==> src/rtl/uart_rx_pkg.sv <==
package uart_rx_pkg;

  typedef enum logic [2:0] {
    ST_IDLE,
    ST_START,
    ST_DATA,
    ST_PAR,
    ST_STOP,
    ST_BRKWAIT
  } rx_state_e;

  typedef struct packed {
    logic [7:0] data;
    logic       par_err;
    logic       frm_err;
    logic       brk;
  } rx_frame_t;

  // index of the last data bit: 4 for 5-bit words up to 7 for 8-bit words
  function automatic logic [2:0] last_bit_idx(input logic [1:0] len);
    return 3'd4 + {1'b0, len};
  endfunction

  // bits shift in from the top, so a short word sits high and must move down
  function automatic logic [7:0] align_data(input logic [7:0] sh, input logic [1:0] len);
    return sh >> (3'd3 - {1'b0, len});
  endfunction

  function automatic logic expected_parity(input logic [7:0] d, input logic [1:0] len,
                                           input logic even, input logic stick);
    logic [7:0] mask;
    logic       odd_ones;
    mask     = 8'hFF >> (3'd3 - {1'b0, len});
    odd_ones = ^(d & mask);
    if (stick) return ~even;
    return even ? odd_ones : ~odd_ones;
  endfunction

endpackage

==> src/rtl/uart_rx_sampler.sv <==
module uart_rx_sampler
  import uart_rx_pkg::*;
#(
  parameter int OS_RATE     = 16,
  parameter int SYNC_STAGES = 2
) (
  input  logic      clk,
  input  logic      rst_n,
  input  logic      tick,
  input  logic      rx_line,
  input  logic [1:0] cfg_len,
  input  logic      cfg_par_en,
  input  logic      cfg_par_even,
  input  logic      cfg_par_stick,
  output logic      frame_valid,
  output rx_frame_t frame,
  output logic      start_reject
);

  localparam int CW = (OS_RATE > 2) ? $clog2(OS_RATE) : 1;
  localparam logic [CW-1:0] MID_CNT  = CW'(OS_RATE / 2 - 1);
  localparam logic [CW-1:0] LAST_CNT = CW'(OS_RATE - 1);

  logic line_s;

  generate
    if (SYNC_STAGES == 0) begin : g_nosync
      assign line_s = rx_line;
    end else begin : g_sync
      logic [SYNC_STAGES-1:0] sr;
      always_ff @(posedge clk or negedge rst_n) begin
        if (!rst_n) sr <= '1;
        else        sr <= (sr << 1) | SYNC_STAGES'(rx_line);
      end
      assign line_s = sr[SYNC_STAGES-1];
    end
  endgenerate

  rx_state_e     state;
  logic [CW-1:0] tcnt;
  logic [2:0]    bidx;
  logic [7:0]    shreg;
  logic          par_bit;
  logic          any_one;

  logic       at_mid, at_last, brk_now;
  logic [7:0] data_now;

  assign at_mid       = tick && (tcnt == MID_CNT);
  assign at_last      = tick && (tcnt == LAST_CNT);
  assign start_reject = (state == ST_START) && at_mid && line_s;
  assign brk_now      = !any_one && !line_s;
  assign data_now     = align_data(shreg, cfg_len);

  always_ff @(posedge clk or negedge rst_n) begin
    if (!rst_n) begin
      state       <= ST_IDLE;
      tcnt        <= '0;
      bidx        <= '0;
      shreg       <= '0;
      par_bit     <= 1'b0;
      any_one     <= 1'b0;
      frame_valid <= 1'b0;
      frame       <= '0;
    end else begin
      frame_valid <= 1'b0;
      case (state)
        ST_IDLE: begin
          if (tick && !line_s) begin
            state <= ST_START;
            tcnt  <= '0;
          end
        end
        ST_START: begin
          if (at_mid) begin
            tcnt <= '0;
            if (!line_s) begin
              state   <= ST_DATA;
              bidx    <= '0;
              any_one <= 1'b0;
              par_bit <= 1'b0;
            end else begin
              state <= ST_IDLE;
            end
          end else if (tick) begin
            tcnt <= tcnt + 1'b1;
          end
        end
        ST_DATA: begin
          if (at_last) begin
            tcnt    <= '0;
            shreg   <= {line_s, shreg[7:1]};
            any_one <= any_one | line_s;
            if (bidx == last_bit_idx(cfg_len)) begin
              state <= cfg_par_en ? ST_PAR : ST_STOP;
            end else begin
              bidx <= bidx + 1'b1;
            end
          end else if (tick) begin
            tcnt <= tcnt + 1'b1;
          end
        end
        ST_PAR: begin
          if (at_last) begin
            tcnt    <= '0;
            par_bit <= line_s;
            any_one <= any_one | line_s;
            state   <= ST_STOP;
          end else if (tick) begin
            tcnt <= tcnt + 1'b1;
          end
        end
        ST_STOP: begin
          if (at_last) begin
            tcnt          <= '0;
            frame_valid   <= 1'b1;
            frame.data    <= data_now;
            frame.brk     <= brk_now;
            frame.frm_err <= !line_s && !brk_now;
            frame.par_err <= cfg_par_en && !brk_now &&
                             (par_bit != expected_parity(data_now, cfg_len,
                                                         cfg_par_even, cfg_par_stick));
            state         <= brk_now ? ST_BRKWAIT : ST_IDLE;
          end else if (tick) begin
            tcnt <= tcnt + 1'b1;
          end
        end
        ST_BRKWAIT: begin
          if (line_s) state <= ST_IDLE;
        end
        default: state <= ST_IDLE;
      endcase
    end
  end

  assert_glitch_reject_R2: assert property (@(posedge clk) disable iff (!rst_n)
    start_reject |=> (state == ST_IDLE && !frame_valid));

  assert_brk_hold_R9: assert property (@(posedge clk) disable iff (!rst_n)
    (state == ST_BRKWAIT && !line_s) |=> (state == ST_BRKWAIT && !frame_valid));

  assert_brk_clean_R9: assert property (@(posedge clk) disable iff (!rst_n)
    (frame_valid && frame.brk) |-> (frame.data == 8'h00 && !frame.par_err && !frame.frm_err));

endmodule

==> src/rtl/uart_rx_fifo.sv <==
module uart_rx_fifo #(
  parameter int WIDTH = 8,
  parameter int DEPTH = 16
) (
  input  logic             clk,
  input  logic             rst_n,
  input  logic             push,
  input  logic [WIDTH-1:0] wdata,
  input  logic             pop,
  output logic [WIDTH-1:0] rdata,
  output logic             empty,
  output logic             full
);

  localparam int PW = (DEPTH > 1) ? $clog2(DEPTH) : 1;
  localparam int CNTW = $clog2(DEPTH + 1);
  localparam logic [PW-1:0]   LAST_PTR = PW'(DEPTH - 1);
  localparam logic [CNTW-1:0] FULL_CNT = CNTW'(DEPTH);

  logic [WIDTH-1:0] mem [DEPTH];
  logic [PW-1:0]    wptr, rptr;
  logic [CNTW-1:0]  count;
  logic             do_push, do_pop;

  assign empty   = (count == '0);
  assign full    = (count == FULL_CNT);
  assign do_push = push && !full;
  assign do_pop  = pop && !empty;
  assign rdata   = mem[rptr];

  function automatic logic [PW-1:0] next_ptr(input logic [PW-1:0] p);
    return (p == LAST_PTR) ? '0 : p + 1'b1;
  endfunction

  always_ff @(posedge clk) begin
    if (do_push) mem[wptr] <= wdata;
  end

  always_ff @(posedge clk or negedge rst_n) begin
    if (!rst_n) begin
      wptr  <= '0;
      rptr  <= '0;
      count <= '0;
    end else begin
      if (do_push) wptr <= next_ptr(wptr);
      if (do_pop)  rptr <= next_ptr(rptr);
      case ({do_push, do_pop})
        2'b10:   count <= count + 1'b1;
        2'b01:   count <= count - 1'b1;
        default: count <= count;
      endcase
    end
  end

  assert_no_overflow_R6: assert property (@(posedge clk) disable iff (!rst_n)
    count <= FULL_CNT);

  assert_keep_on_full_R7: assert property (@(posedge clk) disable iff (!rst_n)
    (push && full && !pop) |=> (full && $stable(rdata) && $stable(rptr)));

endmodule

==> src/rtl/uart_rx_status.sv <==
module uart_rx_status (
  input  logic clk,
  input  logic rst_n,
  input  logic set_pe,
  input  logic set_fe,
  input  logic set_oe,
  input  logic set_bi,
  input  logic lsr_read,
  output logic pe_flag,
  output logic fe_flag,
  output logic oe_flag,
  output logic bi_flag
);

  // a new event in the read cycle wins over the clear
  function automatic logic next_flag(input logic cur, input logic set, input logic rd);
    return set | (cur & ~rd);
  endfunction

  always_ff @(posedge clk or negedge rst_n) begin
    if (!rst_n) begin
      pe_flag <= 1'b0;
      fe_flag <= 1'b0;
      oe_flag <= 1'b0;
      bi_flag <= 1'b0;
    end else begin
      pe_flag <= next_flag(pe_flag, set_pe, lsr_read);
      fe_flag <= next_flag(fe_flag, set_fe, lsr_read);
      oe_flag <= next_flag(oe_flag, set_oe, lsr_read);
      bi_flag <= next_flag(bi_flag, set_bi, lsr_read);
    end
  end

  assert_read_clears_R8: assert property (@(posedge clk) disable iff (!rst_n)
    (lsr_read && !set_pe && !set_fe && !set_oe && !set_bi) |=>
      (!pe_flag && !fe_flag && !oe_flag && !bi_flag));

  assert_sticky_R8: assert property (@(posedge clk) disable iff (!rst_n)
    (!lsr_read && (pe_flag || oe_flag)) |=> (pe_flag || oe_flag));

endmodule

==> src/rtl/uart_rx_core.sv <==
module uart_rx_core
  import uart_rx_pkg::*;
#(
  parameter int OS_RATE     = 16,
  parameter int FIFO_DEPTH  = 16,
  parameter int SYNC_STAGES = 2
) (
  input  logic       clk,
  input  logic       rst_n,
  input  logic       sample_tick,
  input  logic       rx_serial,
  input  logic [1:0] cfg_len,
  input  logic       cfg_par_en,
  input  logic       cfg_par_even,
  input  logic       cfg_par_stick,
  input  logic       rd_pop,
  input  logic       lsr_read,
  output logic [7:0] rd_byte,
  output logic       data_ready,
  output logic       parity_err,
  output logic       framing_err,
  output logic       overrun_err,
  output logic       break_det
);

  logic      frame_valid, start_reject;
  rx_frame_t frame;
  logic      fifo_empty, fifo_full;
  logic      accept_evt, overrun_evt;

  uart_rx_sampler #(
    .OS_RATE(OS_RATE),
    .SYNC_STAGES(SYNC_STAGES)
  ) u_sampler (
    .clk(clk),
    .rst_n(rst_n),
    .tick(sample_tick),
    .rx_line(rx_serial),
    .cfg_len(cfg_len),
    .cfg_par_en(cfg_par_en),
    .cfg_par_even(cfg_par_even),
    .cfg_par_stick(cfg_par_stick),
    .frame_valid(frame_valid),
    .frame(frame),
    .start_reject(start_reject)
  );

  assign accept_evt  = frame_valid && !fifo_full;
  assign overrun_evt = frame_valid && fifo_full;

  uart_rx_fifo #(
    .WIDTH(8),
    .DEPTH(FIFO_DEPTH)
  ) u_fifo (
    .clk(clk),
    .rst_n(rst_n),
    .push(frame_valid),
    .wdata(frame.data),
    .pop(rd_pop),
    .rdata(rd_byte),
    .empty(fifo_empty),
    .full(fifo_full)
  );

  uart_rx_status u_status (
    .clk(clk),
    .rst_n(rst_n),
    .set_pe(accept_evt && frame.par_err),
    .set_fe(accept_evt && frame.frm_err),
    .set_oe(overrun_evt),
    .set_bi(accept_evt && frame.brk),
    .lsr_read(lsr_read),
    .pe_flag(parity_err),
    .fe_flag(framing_err),
    .oe_flag(overrun_err),
    .bi_flag(break_det)
  );

  assign data_ready = !fifo_empty;

  assert_ready_after_push_R6: assert property (@(posedge clk) disable iff (!rst_n)
    accept_evt |=> data_ready);

  assert_overrun_flag_R7: assert property (@(posedge clk) disable iff (!rst_n)
    overrun_evt |=> overrun_err);

  assert_reject_no_frame_R2: assert property (@(posedge clk) disable iff (!rst_n)
    start_reject |-> !frame_valid);

endmodule

==> config.mk <==
export PLATFORM = sky130hd
export DESIGN_NAME = uart_rx_core
export DESIGN_NICKNAME = d
export VERILOG_FILES = /design/src/rtl/uart_rx_pkg.sv /design/src/rtl/uart_rx_sampler.sv /design/src/rtl/uart_rx_fifo.sv /design/src/rtl/uart_rx_status.sv /design/src/rtl/uart_rx_core.sv
export SDC_FILE = /design/constraint.sdc
export NUM_CORES = 1
export LEC_CHECK = 0
export BUFFER_PORTS_ARGS = -buffer_cell sky130_fd_sc_hd__buf_4
export CORE_UTILIZATION = 45
export DETAILED_ROUTE_END_ITERATION = 8
export HOLD_SLACK_MARGIN = 0.12
export SLEW_MARGIN = 20
export SYNTH_ARGS = -nofsm -noshare
export SYNTH_HDL_FRONTEND = slang
export SYNTH_SLANG_ARGS = --single-unit
==> constraint.sdc <==
create_clock -name clk -period 4.9 [get_ports clk]
set_input_delay 0.49 -clock clk [delete_from_list [all_inputs] [get_ports clk]]
set_output_delay 0.49 -clock clk [all_outputs]
set_load 0.02 [all_outputs]
==> results_dict.tcl <==
set metrics [dict create \
    switchingPower_mw 1.15 \
    p_per_area_nw_per_um2 476 \
    ys_seq_area_frac 0.661 \
    synth-xor-area-share 0.0226 \
    synthFlopType "edfxtp_1" \
    period_share 0.650 \
    dr.pass1.iters 5 \
    synthArstFlopShare 0.285 \
    fin_crit_ps 3180 \
    synth.largest_area_cell "edfxtp_1" \
    swShare 0.274 \
    yosys_warnings 0 \
    cp.arrival_ps 2690 \
    cp-startpoint "u_fifo.rptr[0]$_DFFE_PN0P_" \
    syn-num-nets 546 \
    dieHeight_um 133 \
    drt_iter0_drc 333 \
    overflow 0 \
    cts_buffers 17 \
    netlist.area_leader.share 0.496 \
    crit_type "reg2out" \
    grt_pass1_wl_um 24200 \
    hpwl_um 9590 \
    reg2reg_to "u_fifo.count[4]$_DFFE_PN0P_" \
    viasPerCell 5.48 \
    synth_compound_area_frac 0.0662 \
    setup_violations 0 \
    ys_top_cells_by_area "edfxtp_1, dfrtp_1, mux4_2, nand2_1, mux2i_1" \
    clock-sinks 179 \
    fin_area_um2 8790 \
    cts_root_buffer "clkbuf_16" \
    first_global_vias 4428 \
    cts_max_path_buffers 2 \
    rr_startpoint "u_fifo.count[0]$_DFFE_PN0P_" \
    fin_ws_ps 1720 \
    max_slew_margin 0.290 \
    drc_errors 0 \
    num_rows 47 \
    fin_util 0.526 \
    start_util 0.464 \
    nets 564 \
    diodes 0 \
    cts_tree "built" \
    dieArea_um2 17700 \
    grt_util_all_layers 0.183 \
    insertion_delay_ps 420 \
    slew_viol_final 0 \
    synth_fa_ha_area_frac 0.0203 \
    p_int_mw 3.04 \
    syn_inst 523 \
    crit_path_end_kind "primary output" \
    max_freq_mhz 314 \
    placed_area_um2 8100 \
    path_clk_slew_ps 70 \
    gp_congestion 0.812 \
    start_kind "flip-flop" \
    reg2reg_depth 12 \
    r2r_slack_ps 1920 \
    worstPathRequired_ps 4410 \
    syn_area_per_cell_um2 14.8 \
    leakage_nw 2.89 \
    cp-endpoint "rd_byte[0]" \
    ctsHtreeMaxLevel 4 \
    synth_edf_count 128 \
    synth.distinct_cells 54 \
    vias 4239 \
    numPortBuffers 23 \
    ios 24 \
    drive_gt1_frac 0.186 \
    power_frac_seq 0.438 \
    comb_power_share 0.187 \
    post_drt_wl_per_cell_um 19.2 \
    drv_cap 0 \
    clock_skew_ps 9.81 \
    die-width_um 133 \
    final_hold_viol_count 0 \
    hold_class "in2async" \
    cts_hold_buf 0 \
    synth_top_family_by_area "multiplexers" \
    setup_tns_ps 0 \
    synthSimpleGateAreaFrac 0.0696 \
    finalWirelength_um 14900 \
    rsz0062_at_grt "no" \
    synth_mux_area_frac 0.130 \
    syn_area_um2 7750 \
    power.share.clock 0.374 \
    ir_drop_uv 270 \
    antenna_found_initial 0 \
    ys_seq_elements 179 \
    post_cts_resize_count 0 \
    drtAntennaViolNets 0 \
    worst_slew_pin_slew_ps 1060 \
    cts_setup_buffers 0 \
    crit_fanout 19 \
    place_ws_ps 1950 \
    grt_max_degree 52 \
    yosys-top-cells-count "edfxtp_1, nand2_1, dfrtp_1" \
    status "finished clean" \
    yosysMostFrequentCell "edfxtp_1" \
    syn_to_final_growth_pct 13.4 \
    core_area_um2 16700 \
]
flip-flops by register name, indices dropped and copies added, names as in the netlist:
name                   cells
u_sampler.tcnt             4
u_sampler.par_bit          1
u_sampler.any_one          1
u_status.fe_flag           1
u_fifo.mem               128
u_sampler.bidx             3
u_status.oe_flag           1
u_status.pe_flag           1
u_status.bi_flag           1
u_sampler.frame           11
u_fifo.count               5
u_sampler.shreg            8
u_fifo.rptr                4
u_sampler.state            3
u_sampler.frame_valid      1
u_sampler.g_sync.sr        2
u_fifo.wptr                4
kinds of logic after synthesis:
logic type,Yosys count
simple gates,118
fa+ha+maj,12
buf+inv,53
mux,59
xor+xnor,20
compound gates,82
flops,179
worst min-delay path by stage:
| stage | end | slack, ps | cells after the start |
|---|---|---|---|
| 5_1_grt | u_sampler.tcnt[1]$_DFFE_PN0P_ | 160 | 1 |
| 3_5_place_dp | u_sampler.g_sync.sr[1]$_DFF_PN1_ | 360 | 0 |
| 2_1_floorplan | u_fifo.count[0]$_DFFE_PN0P_ | 190 | 0 |
| 6_report | u_sampler.tcnt[0]$_DFFE_PN0P_ | 100 | 1 |
| 3_3_place_gp | u_sampler.g_sync.sr[1]$_DFF_PN1_ | 350 | 0 |
| 4_1_cts | u_sampler.tcnt[0]$_DFFE_PN0P_ | 120 | 1 |
cell type report:
cell class	instances	area, um2
Clock buffer	19	433
Clock inverter	13	254
Fill cell	1389	7910
Inverter	21	78.8
Multi-Input combinational cell	291	2390
Sequential cell	179	5120
Tap cell	220	275
Timing Repair Buffer	31	233
stage by stage:
stage               std cells  power (mW)  hold slack, ps
finish                    774        4.19            99.4
global route              774        4.37             155
CTS                       774        4.22             123
detailed placement        742        2.66             356
global placement          742        2.64             349
floorplan                 523        2.45             194
routing by layer:
layer,share of wire,up-vias,GRT usage
met5,0,-,0
met2,0.49,103,0.300
met3,0.052,12,0.0373
met4,0.0096,0,0.0549
li1,-,1991,-
met1,0.45,2133,0.249
cell usage in the layout, fill, tap and decap left out, drive strengths merged, types with 3 or more instances in the layout:
master  instances
nor2           25
nand4           3
dfrtp          49
ha             11
bufinv          7
mux2           10
clkbuf         19
nand2          51
buf            31
nor2b           9
nand2b          7
a21o            3
mux2i          17
inv            23
nor3            6
mux4           32
a21oi          17
xnor2          13
nor4            3
o21ai          36
edfxtp        128
nand3           7
xor2            7
a211oi          9
power groups by stage:
stage               combinational [mW]  clock (mW)  sequential [mW]
floorplan                        0.715           0             1.74
detailed placement               0.795           0             1.87
global placement                 0.777           0             1.86
global route                     0.869        1.64             1.86
finish                           0.785        1.57             1.84
CTS                              0.797        1.59             1.84
critical path, cell delays in order, from the launching register on:
cell and delay (ps):
dfrtp_2 720, buf_4 440, mux4_2 540, a211oi_1 300, a21oi_1 80, buf_4 190
No activity file was read; power rests on OpenSTA's default activity.
